<file path="src/rtl/intv_timer_pkg.sv">
`timescale 1ns/1ps
package intv_timer_pkg;

   localparam int BUS_W  = 32;
   localparam int NREG   = 6;

   localparam logic [7:0] OFF_CTRL  = 8'h00;
   localparam logic [7:0] OFF_STAT  = 8'h04;
   localparam logic [7:0] OFF_CMP   = 8'h08;
   localparam logic [7:0] OFF_MATCH = 8'h0C;
   localparam logic [7:0] OFF_DIV   = 8'h10;
   localparam logic [7:0] OFF_CNT   = 8'h14;

   localparam int IX_CTRL  = 0;
   localparam int IX_STAT  = 1;
   localparam int IX_CMP   = 2;
   localparam int IX_MATCH = 3;
   localparam int IX_DIV   = 4;
   localparam int IX_CNT   = 5;

   localparam int MB_IRQ_EN = 0;
   localparam int MB_ZCLR   = 1;

   typedef struct packed {
      logic [1:0] mode;
      logic       div_en;
      logic       clr_en;
      logic       run;
   } ctrl_t;

   localparam int CTRL_W = $bits(ctrl_t);

   function automatic logic [7:0] reg_offset(input int ix);
      case (ix)
         IX_CTRL:  return OFF_CTRL;
         IX_STAT:  return OFF_STAT;
         IX_CMP:   return OFF_CMP;
         IX_MATCH: return OFF_MATCH;
         IX_DIV:   return OFF_DIV;
         default:  return OFF_CNT;
      endcase
   endfunction

endpackage

</file>
<file path="src/rtl/intv_timer_prescale.sv">
`timescale 1ns/1ps
module intv_timer_prescale #(
   parameter int DIV_W         = 3,
   parameter bit HAS_PRESCALER = 1'b1
) (
   input  logic             clk,
   input  logic             rst_n,
   input  logic             run,
   input  logic             div_en,
   input  logic [DIV_W-1:0] div_sel,
   output logic             tick
);
   localparam int PRE_W = 1 << DIV_W;

   generate
      if (HAS_PRESCALER) begin : g_div
         logic [PRE_W-1:0] pre_q;
         logic [PRE_W-1:0] mask;

         // mask = 2^(n+1)-1; the shift wraps to all ones at the top setting
         always_comb mask = (PRE_W'(2) << div_sel) - PRE_W'(1);

         always_ff @(posedge clk or negedge rst_n) begin
            if (!rst_n)      pre_q <= '0;
            else if (!run)   pre_q <= '0;
            else             pre_q <= pre_q + PRE_W'(1);
         end

         always_comb tick = run && (!div_en || ((pre_q & mask) == mask));
      end else begin : g_nodiv
         logic unused_cfg;
         always_comb unused_cfg = div_en ^ (^div_sel) ^ clk ^ rst_n;
         always_comb tick = run;
      end
   endgenerate

endmodule

</file>
<file path="src/rtl/intv_timer_count.sv">
`timescale 1ns/1ps
module intv_timer_count #(
   parameter int CNT_W = 24
) (
   input  logic             clk,
   input  logic             rst_n,
   input  logic             tick,
   input  logic             stop_clr,
   input  logic             zclr_en,
   input  logic             irq_en,
   input  logic [CNT_W-1:0] cmp,
   input  logic             sts_clr,
   output logic [CNT_W-1:0] cnt,
   output logic             flag
);
   logic [CNT_W-1:0] cnt_q;
   logic [CNT_W-1:0] cnt_nxt;
   logic             at_cmp;
   logic             hit;
   logic             flag_q;

   always_comb begin
      at_cmp  = (cnt_q == cmp);
      cnt_nxt = (zclr_en && at_cmp) ? '0 : cnt_q + CNT_W'(1);
      hit     = tick && !stop_clr && (cnt_nxt == cmp);
   end

   always_ff @(posedge clk or negedge rst_n) begin
      if (!rst_n)        cnt_q <= '0;
      else if (stop_clr) cnt_q <= '0;
      else if (tick)     cnt_q <= cnt_nxt;
   end

   // a new match beats a clear in the same cycle
   always_ff @(posedge clk or negedge rst_n) begin
      if (!rst_n)                flag_q <= 1'b0;
      else if (hit && irq_en)    flag_q <= 1'b1;
      else if (sts_clr)          flag_q <= 1'b0;
   end

   assign cnt  = cnt_q;
   assign flag = flag_q;

endmodule

</file>
<file path="src/rtl/intv_timer_regs.sv">
`timescale 1ns/1ps
module intv_timer_regs
   import intv_timer_pkg::*;
#(
   parameter int ADDR_W = 6,
   parameter int CNT_W  = 24,
   parameter int DIV_W  = 3
) (
   input  logic              clk,
   input  logic              rst_n,
   input  logic [ADDR_W-1:0] bus_addr,
   input  logic              bus_we,
   input  logic [BUS_W-1:0]  bus_wdata,
   output logic [BUS_W-1:0]  bus_rdata,
   input  logic [CNT_W-1:0]  cnt,
   input  logic              flag,
   output logic              ctrl_run,
   output logic              div_en,
   output logic [DIV_W-1:0]  div_sel,
   output logic [CNT_W-1:0]  cmp,
   output logic              irq_en,
   output logic              zclr_en,
   output logic              stop_clr,
   output logic              sts_clr
);
   logic [NREG-1:0]  sel;
   logic [NREG-1:0]  wr;
   ctrl_t            ctrl_q;
   ctrl_t            ctrl_wd;
   logic [CNT_W-1:0] cmp_q;
   logic [1:0]       match_q;
   logic [DIV_W-1:0] div_q;
   logic             armed_q;
   logic [BUS_W-1:0] cnt_rd;
   logic [BUS_W-1:0] cmp_rd;

   genvar gi;
   generate
      for (gi = 0; gi < NREG; gi++) begin : g_dec
         localparam logic [7:0] OFF = reg_offset(gi);
         assign sel[gi] = (bus_addr == OFF[ADDR_W-1:0]);
         assign wr[gi]  = bus_we && sel[gi];
      end

      if (CNT_W < BUS_W) begin : g_pad
         assign cnt_rd = {{(BUS_W-CNT_W){1'b0}}, cnt};
         assign cmp_rd = {{(BUS_W-CNT_W){1'b0}}, cmp_q};
      end else begin : g_full
         assign cnt_rd = cnt;
         assign cmp_rd = cmp_q;
      end
   endgenerate

   assign ctrl_wd = ctrl_t'(bus_wdata[CTRL_W-1:0]);

   always_ff @(posedge clk or negedge rst_n) begin
      if (!rst_n) begin
         ctrl_q  <= '0;
         cmp_q   <= '0;
         match_q <= '0;
         div_q   <= '0;
         armed_q <= 1'b0;
      end else begin
         if (wr[IX_CTRL])  ctrl_q  <= ctrl_wd;
         if (wr[IX_CMP])   cmp_q   <= bus_wdata[CNT_W-1:0];
         if (wr[IX_MATCH]) match_q <= bus_wdata[1:0];
         if (wr[IX_DIV])   div_q   <= bus_wdata[DIV_W-1:0];
         if (wr[IX_CTRL] && ctrl_wd.run && ctrl_wd.clr_en) armed_q <= 1'b1;
      end
   end

   assign stop_clr = wr[IX_CTRL] && !ctrl_wd.run && ctrl_wd.clr_en && armed_q;
   assign sts_clr  = wr[IX_STAT] && !bus_wdata[0];

   always_comb begin
      bus_rdata = '0;
      unique case (1'b1)
         sel[IX_CTRL]:  bus_rdata = BUS_W'(ctrl_q);
         sel[IX_STAT]:  bus_rdata = BUS_W'(flag);
         sel[IX_CMP]:   bus_rdata = cmp_rd;
         sel[IX_MATCH]: bus_rdata = BUS_W'(match_q);
         sel[IX_DIV]:   bus_rdata = BUS_W'(div_q);
         sel[IX_CNT]:   bus_rdata = cnt_rd;
         default:       bus_rdata = '0;
      endcase
   end

   assign ctrl_run = ctrl_q.run;
   assign div_en   = ctrl_q.div_en;
   assign div_sel  = div_q;
   assign cmp      = cmp_q;
   assign irq_en   = match_q[MB_IRQ_EN];
   assign zclr_en  = match_q[MB_ZCLR];

endmodule

</file>
<file path="src/rtl/intv_timer.sv">
`timescale 1ns/1ps
module intv_timer
   import intv_timer_pkg::*;
#(
   parameter int ADDR_W        = 6,
   parameter int CNT_W         = 24,
   parameter int DIV_W         = 3,
   parameter bit HAS_PRESCALER = 1'b1
) (
   input  logic              clk,
   input  logic              rst_n,
   input  logic [ADDR_W-1:0] bus_addr,
   input  logic              bus_we,
   input  logic [31:0]       bus_wdata,
   output logic [31:0]       bus_rdata,
   output logic              irq
);
   generate
      if (CNT_W < 8 || CNT_W > 32) begin : g_bad_cnt
         $error("intv_timer: CNT_W must lie in 8..32");
      end
      if (DIV_W < 1 || DIV_W > 4) begin : g_bad_div
         $error("intv_timer: DIV_W must lie in 1..4");
      end
      if (ADDR_W < 5 || ADDR_W > 8) begin : g_bad_addr
         $error("intv_timer: ADDR_W must lie in 5..8");
      end
   endgenerate

   logic             ctrl_run;
   logic             div_en;
   logic [DIV_W-1:0] div_sel;
   logic [CNT_W-1:0] cmp;
   logic             irq_en;
   logic             zclr_en;
   logic             stop_clr;
   logic             sts_clr;
   logic             tick;
   logic [CNT_W-1:0] cnt;
   logic             flag;

   intv_timer_regs #(.ADDR_W(ADDR_W), .CNT_W(CNT_W), .DIV_W(DIV_W)) u_regs (
      .clk      (clk),
      .rst_n    (rst_n),
      .bus_addr (bus_addr),
      .bus_we   (bus_we),
      .bus_wdata(bus_wdata),
      .bus_rdata(bus_rdata),
      .cnt      (cnt),
      .flag     (flag),
      .ctrl_run (ctrl_run),
      .div_en   (div_en),
      .div_sel  (div_sel),
      .cmp      (cmp),
      .irq_en   (irq_en),
      .zclr_en  (zclr_en),
      .stop_clr (stop_clr),
      .sts_clr  (sts_clr)
   );

   intv_timer_prescale #(.DIV_W(DIV_W), .HAS_PRESCALER(HAS_PRESCALER)) u_pre (
      .clk    (clk),
      .rst_n  (rst_n),
      .run    (ctrl_run),
      .div_en (div_en),
      .div_sel(div_sel),
      .tick   (tick)
   );

   intv_timer_count #(.CNT_W(CNT_W)) u_cnt (
      .clk     (clk),
      .rst_n   (rst_n),
      .tick    (tick),
      .stop_clr(stop_clr),
      .zclr_en (zclr_en),
      .irq_en  (irq_en),
      .cmp     (cmp),
      .sts_clr (sts_clr),
      .cnt     (cnt),
      .flag    (flag)
   );

   assign irq = flag;

endmodule

</file>
<file path="config.mk">
export PLATFORM = sky130hd
export DESIGN_NAME = intv_timer
export DESIGN_NICKNAME = d
export VERILOG_FILES = /design/src/rtl/intv_timer_pkg.sv /design/src/rtl/intv_timer_prescale.sv /design/src/rtl/intv_timer_count.sv /design/src/rtl/intv_timer_regs.sv /design/src/rtl/intv_timer.sv
export SDC_FILE = /design/constraint.sdc
export NUM_CORES = 1
export LEC_CHECK = 0
export ABC_AREA = 1
export ABC_CLOCK_PERIOD_IN_PS = 3900
export BUFFER_PORTS_ARGS = -buffer_cell sky130_fd_sc_hd__buf_2
export CAP_MARGIN = 25
export CORE_ASPECT_RATIO = 0.75
export CORE_MARGIN = 2
export CORE_UTILIZATION = 25
export DETAILED_ROUTE_END_ITERATION = 10
export SETUP_SLACK_MARGIN = 0.4
export SYNTH_ARGS = -nofsm -noshare
export SYNTH_HDL_FRONTEND = slang
export SYNTH_SLANG_ARGS = --single-unit
export TNS_END_PERCENT = 50
</file>
<file path="constraint.sdc">
create_clock -name clk -period 3.9 [get_ports clk]
set_input_delay 0.39 -clock clk [delete_from_list [all_inputs] [get_ports clk]]
set_output_delay 0.39 -clock clk [all_outputs]
set_load 0.05 [all_outputs]
</file>
==> impl_results.md <==
- Outcome: finished clean
- Placed Area: 5009 um^2
- DR WL/cell: 14.27 um
- Post-route insts no fill: 964
- Final setup violation count: 0
- Clock Tree Root: clkbuf_16
- F_max: around 340 MHz
- Ant diodes: 0
- Die W: 158.9 um
- Worst Path Required: 3.51 ns
- Post-route antenna net violation count: 0
- Placed cell count: 948
- Final Skew: between 0.01 and 0.015 ns
- Setup TNS: 0 ns
- Worst slew margin: 0.3854
- Critical-path cell with the highest stage delay: inv_1
- CTS tree: done
- DRC violations left: 0
- Core box area: 17660 um^2
- Min Tclk post-route: 2.930 ns
- H-tree depth: 3
- Critical Path Start Type: input pin
- Cts repair resizes: 0
- Cts hold-fix bufs: 0
- Layout Nets: 760
- First-pass GRT wire length: 22480 um
- Crit Path Max Fanout: 21
- DR vias/cell: 4.628
- All-Layer GR Usage: 0.1510
- DR iter-0 viols: 476
- Clk_lat worst skew: 0.34 ns
- Netlist cell types: 38
- Clock Tree Buf Depth: 2
- Critical Path End Type: output port
- Layout cells sized above 1: 0.1607
- Clk slew on worst S/H paths: 0.06 ns
- Hold WC Path Type: in2async
- CP peak stage delay: 0.49 ns
- Initial Utilization: 0.2547
- CP arrival: around 2.5 ns
- Vias: 4461
- Clock sink total: 68
- Largest cells by area after synthesis: dfrtp_1, nand2_1, o22ai_1
- CP Cell Sequence: buf_2 > or2_2 > inv_1 > nand2_1 > nor3_2 > inv_1 > o22ai_1 > buf_2
- Number of max-cap violations: 0
- Hold Vio Cnt, Final: 0
- Post-Syn Area: 4497 um^2
- Antenna violations before repair: 0
- Busiest grt layer: met1
- Synth top area share: 0.3784
- Tcrit/Tclk final: 0.7513
- Layout overhead on the synthesized area: 18.22%
- Hpwl dp: approximately 10000 um
- Slew Limit Fails: 0
- Synth Register Bits: 68
- Largest net degree at the start of global routing: 49
- Final Cell Area: 5316 um^2
- RePlAce Congestion: approximately 0.87
- Met1 Resource Use GR: 0.2462
- P per Cell Area: 551.4 nW/um^2
- Total wire length: 13760 um
- CTS Buf Count: 9
- Port Buffers: 57
- Grt total ovfl: 0
- Pre-antenna DRT Iters: 5
- Ports: 74
- Cells after synthesis: 662
- Yosys top cell by area: dfrtp_1
- Ys Warns: 0
- Syn_area_per_cell: a little under 7 um^2
- Vias in the first global route: ~4200
- Seq/Total Area, Yosys: 0.3784
- Die span in y: roughly 120 um
- Row count: 42
- RSZ-0062 raised after global routing: false
- Fill cells: roughly 2000
- Routing usage on met2: 0.1897
- CP Class: in2out
- Met3 usage: 0.03768
- Slew @ Worst Pin: 0.9187 ns
- Peak supply drop: between 0.15 and 0.2 mV
- Post CTS Setup Buffer Count: 0
- Leakage: 2.596 nW
- Total die area: 19090 um^2
## cell usage after synthesis, drive strengths merged
cell type	n
o221ai	2
nand3	41
nor2	80
nand4	2
buf	20
dfrtp	68
a21boi	3
o21ai	38
nor4	1
a32oi	1
a22oi	5
nand2	205
a21oi	27
or2	1
nor3	12
inv	85
conb	1
o2111ai	1
xnor2	3
nor3b	1
o22ai	43
clkbuf	5
xor2	14
ha	2
clkinv	1
## cell usage in the layout, fill, tap and decap left out, types with 3 or more instances in the layout
master,count
nand2_1,200
nand2_2,5
nor3_1,9
clkbuf_16,9
nor2_1,70
o21ai_1,10
conb_1,8
a21boi_0,3
buf_4,5
a22oi_1,5
nor2_2,9
xnor2_1,3
o21ai_0,28
a21oi_1,26
inv_2,15
buf_2,57
o22ai_1,43
inv_1,70
nand3_1,39
dfrtp_1,68
xor2_1,14
## path summary, 6_finish.rpt
kind                       slack (ns)  depth (start not counted)           start                end
setup / recovery                 0.97                          8     bus_addr[5]       bus_rdata[7]
hold / removal                   0.11                          1           rst_n       u_cnt.cnt[7]
setup reg to reg                 1.15                         15   u_cnt.cnt[14]         u_cnt.flag
hold reg to reg                  0.47                          2  u_regs.armed_q     u_regs.armed_q
max in group asynchronous        3.01                          2           rst_n  u_regs.div_sel[0]
min in group clk                 0.30                          3   bus_wdata[17]     u_regs.cmp[17]
## cells by family after synthesis
logic type                 Yosys count  share of synthesized area
and+or+nand+nor                    343                     0.3244
AOI/OAI and AO/OA                  120                     0.1541
buffers and inverters              111                     0.1035
DFF                                 68                     0.3784
xor gates and xnor gates            17                    0.03311
adders and majority gates            2                   0.005564
other                                1                  0.0008339
## worst max-delay path, delay by kind of cell
kind | cells | cell delay (ns)
AO/OA/AOI/OAI | 1 | 0.41
AND/OR/NAND/NOR | 3 | 0.69
buffers and inverters | 4 | 1.04
## state kept, by name, summed over array words and instances (netlist names)
register and count:
u_regs.ctrl_run 1, u_regs.div_en 1, u_cnt.cnt 24, u_regs.match_q 2
u_regs.armed_q 1, u_regs.cmp 24, u_regs.ctrl_q 3, u_pre.g_div.pre_q 8
u_regs.div_sel 3, u_cnt.flag 1
## metrics by stage
stage               utilization  setup WS [ns]  power, mW  hold WS, ns
floorplan                     -          1.300      1.792      0.09441
global placement         0.2837          1.010      2.051       0.4498
detailed placement       0.2837          1.040      2.059       0.4606
CTS                      0.3011          1.043      2.932       0.1293
global route             0.3011         0.8539      3.144       0.1603
finish                   0.3011         0.9699      2.931       0.1105
## metal layers
metal	up-vias	routed length, um
li1	2246	-
met1	2027	7625
met2	180	4885
met3	8	1129
met4	0	118
met5	-	0
## where the power goes
part           total, mW  switching [mW]  internal, mW
registers           1.08           0.215         0.870
logic              0.987           0.652         0.335
clock network      0.859           0.354         0.505
## area by class of cell
type / instances / area (um^2) / area share
clock inverters: 7 / 82.58 / 0.01553
flip-flops and latches: 68 / 1702 / 0.3201
multi-input cells: 490 / 2359 / 0.4436
repair buffers: 62 / 322.8 / 0.06072
clock buffers: 9 / 225.2 / 0.04236
well taps: 242 / 302.8 / 0.05695
inverters: 86 / 322.8 / 0.06072
(Power assumes the default switching activity.)
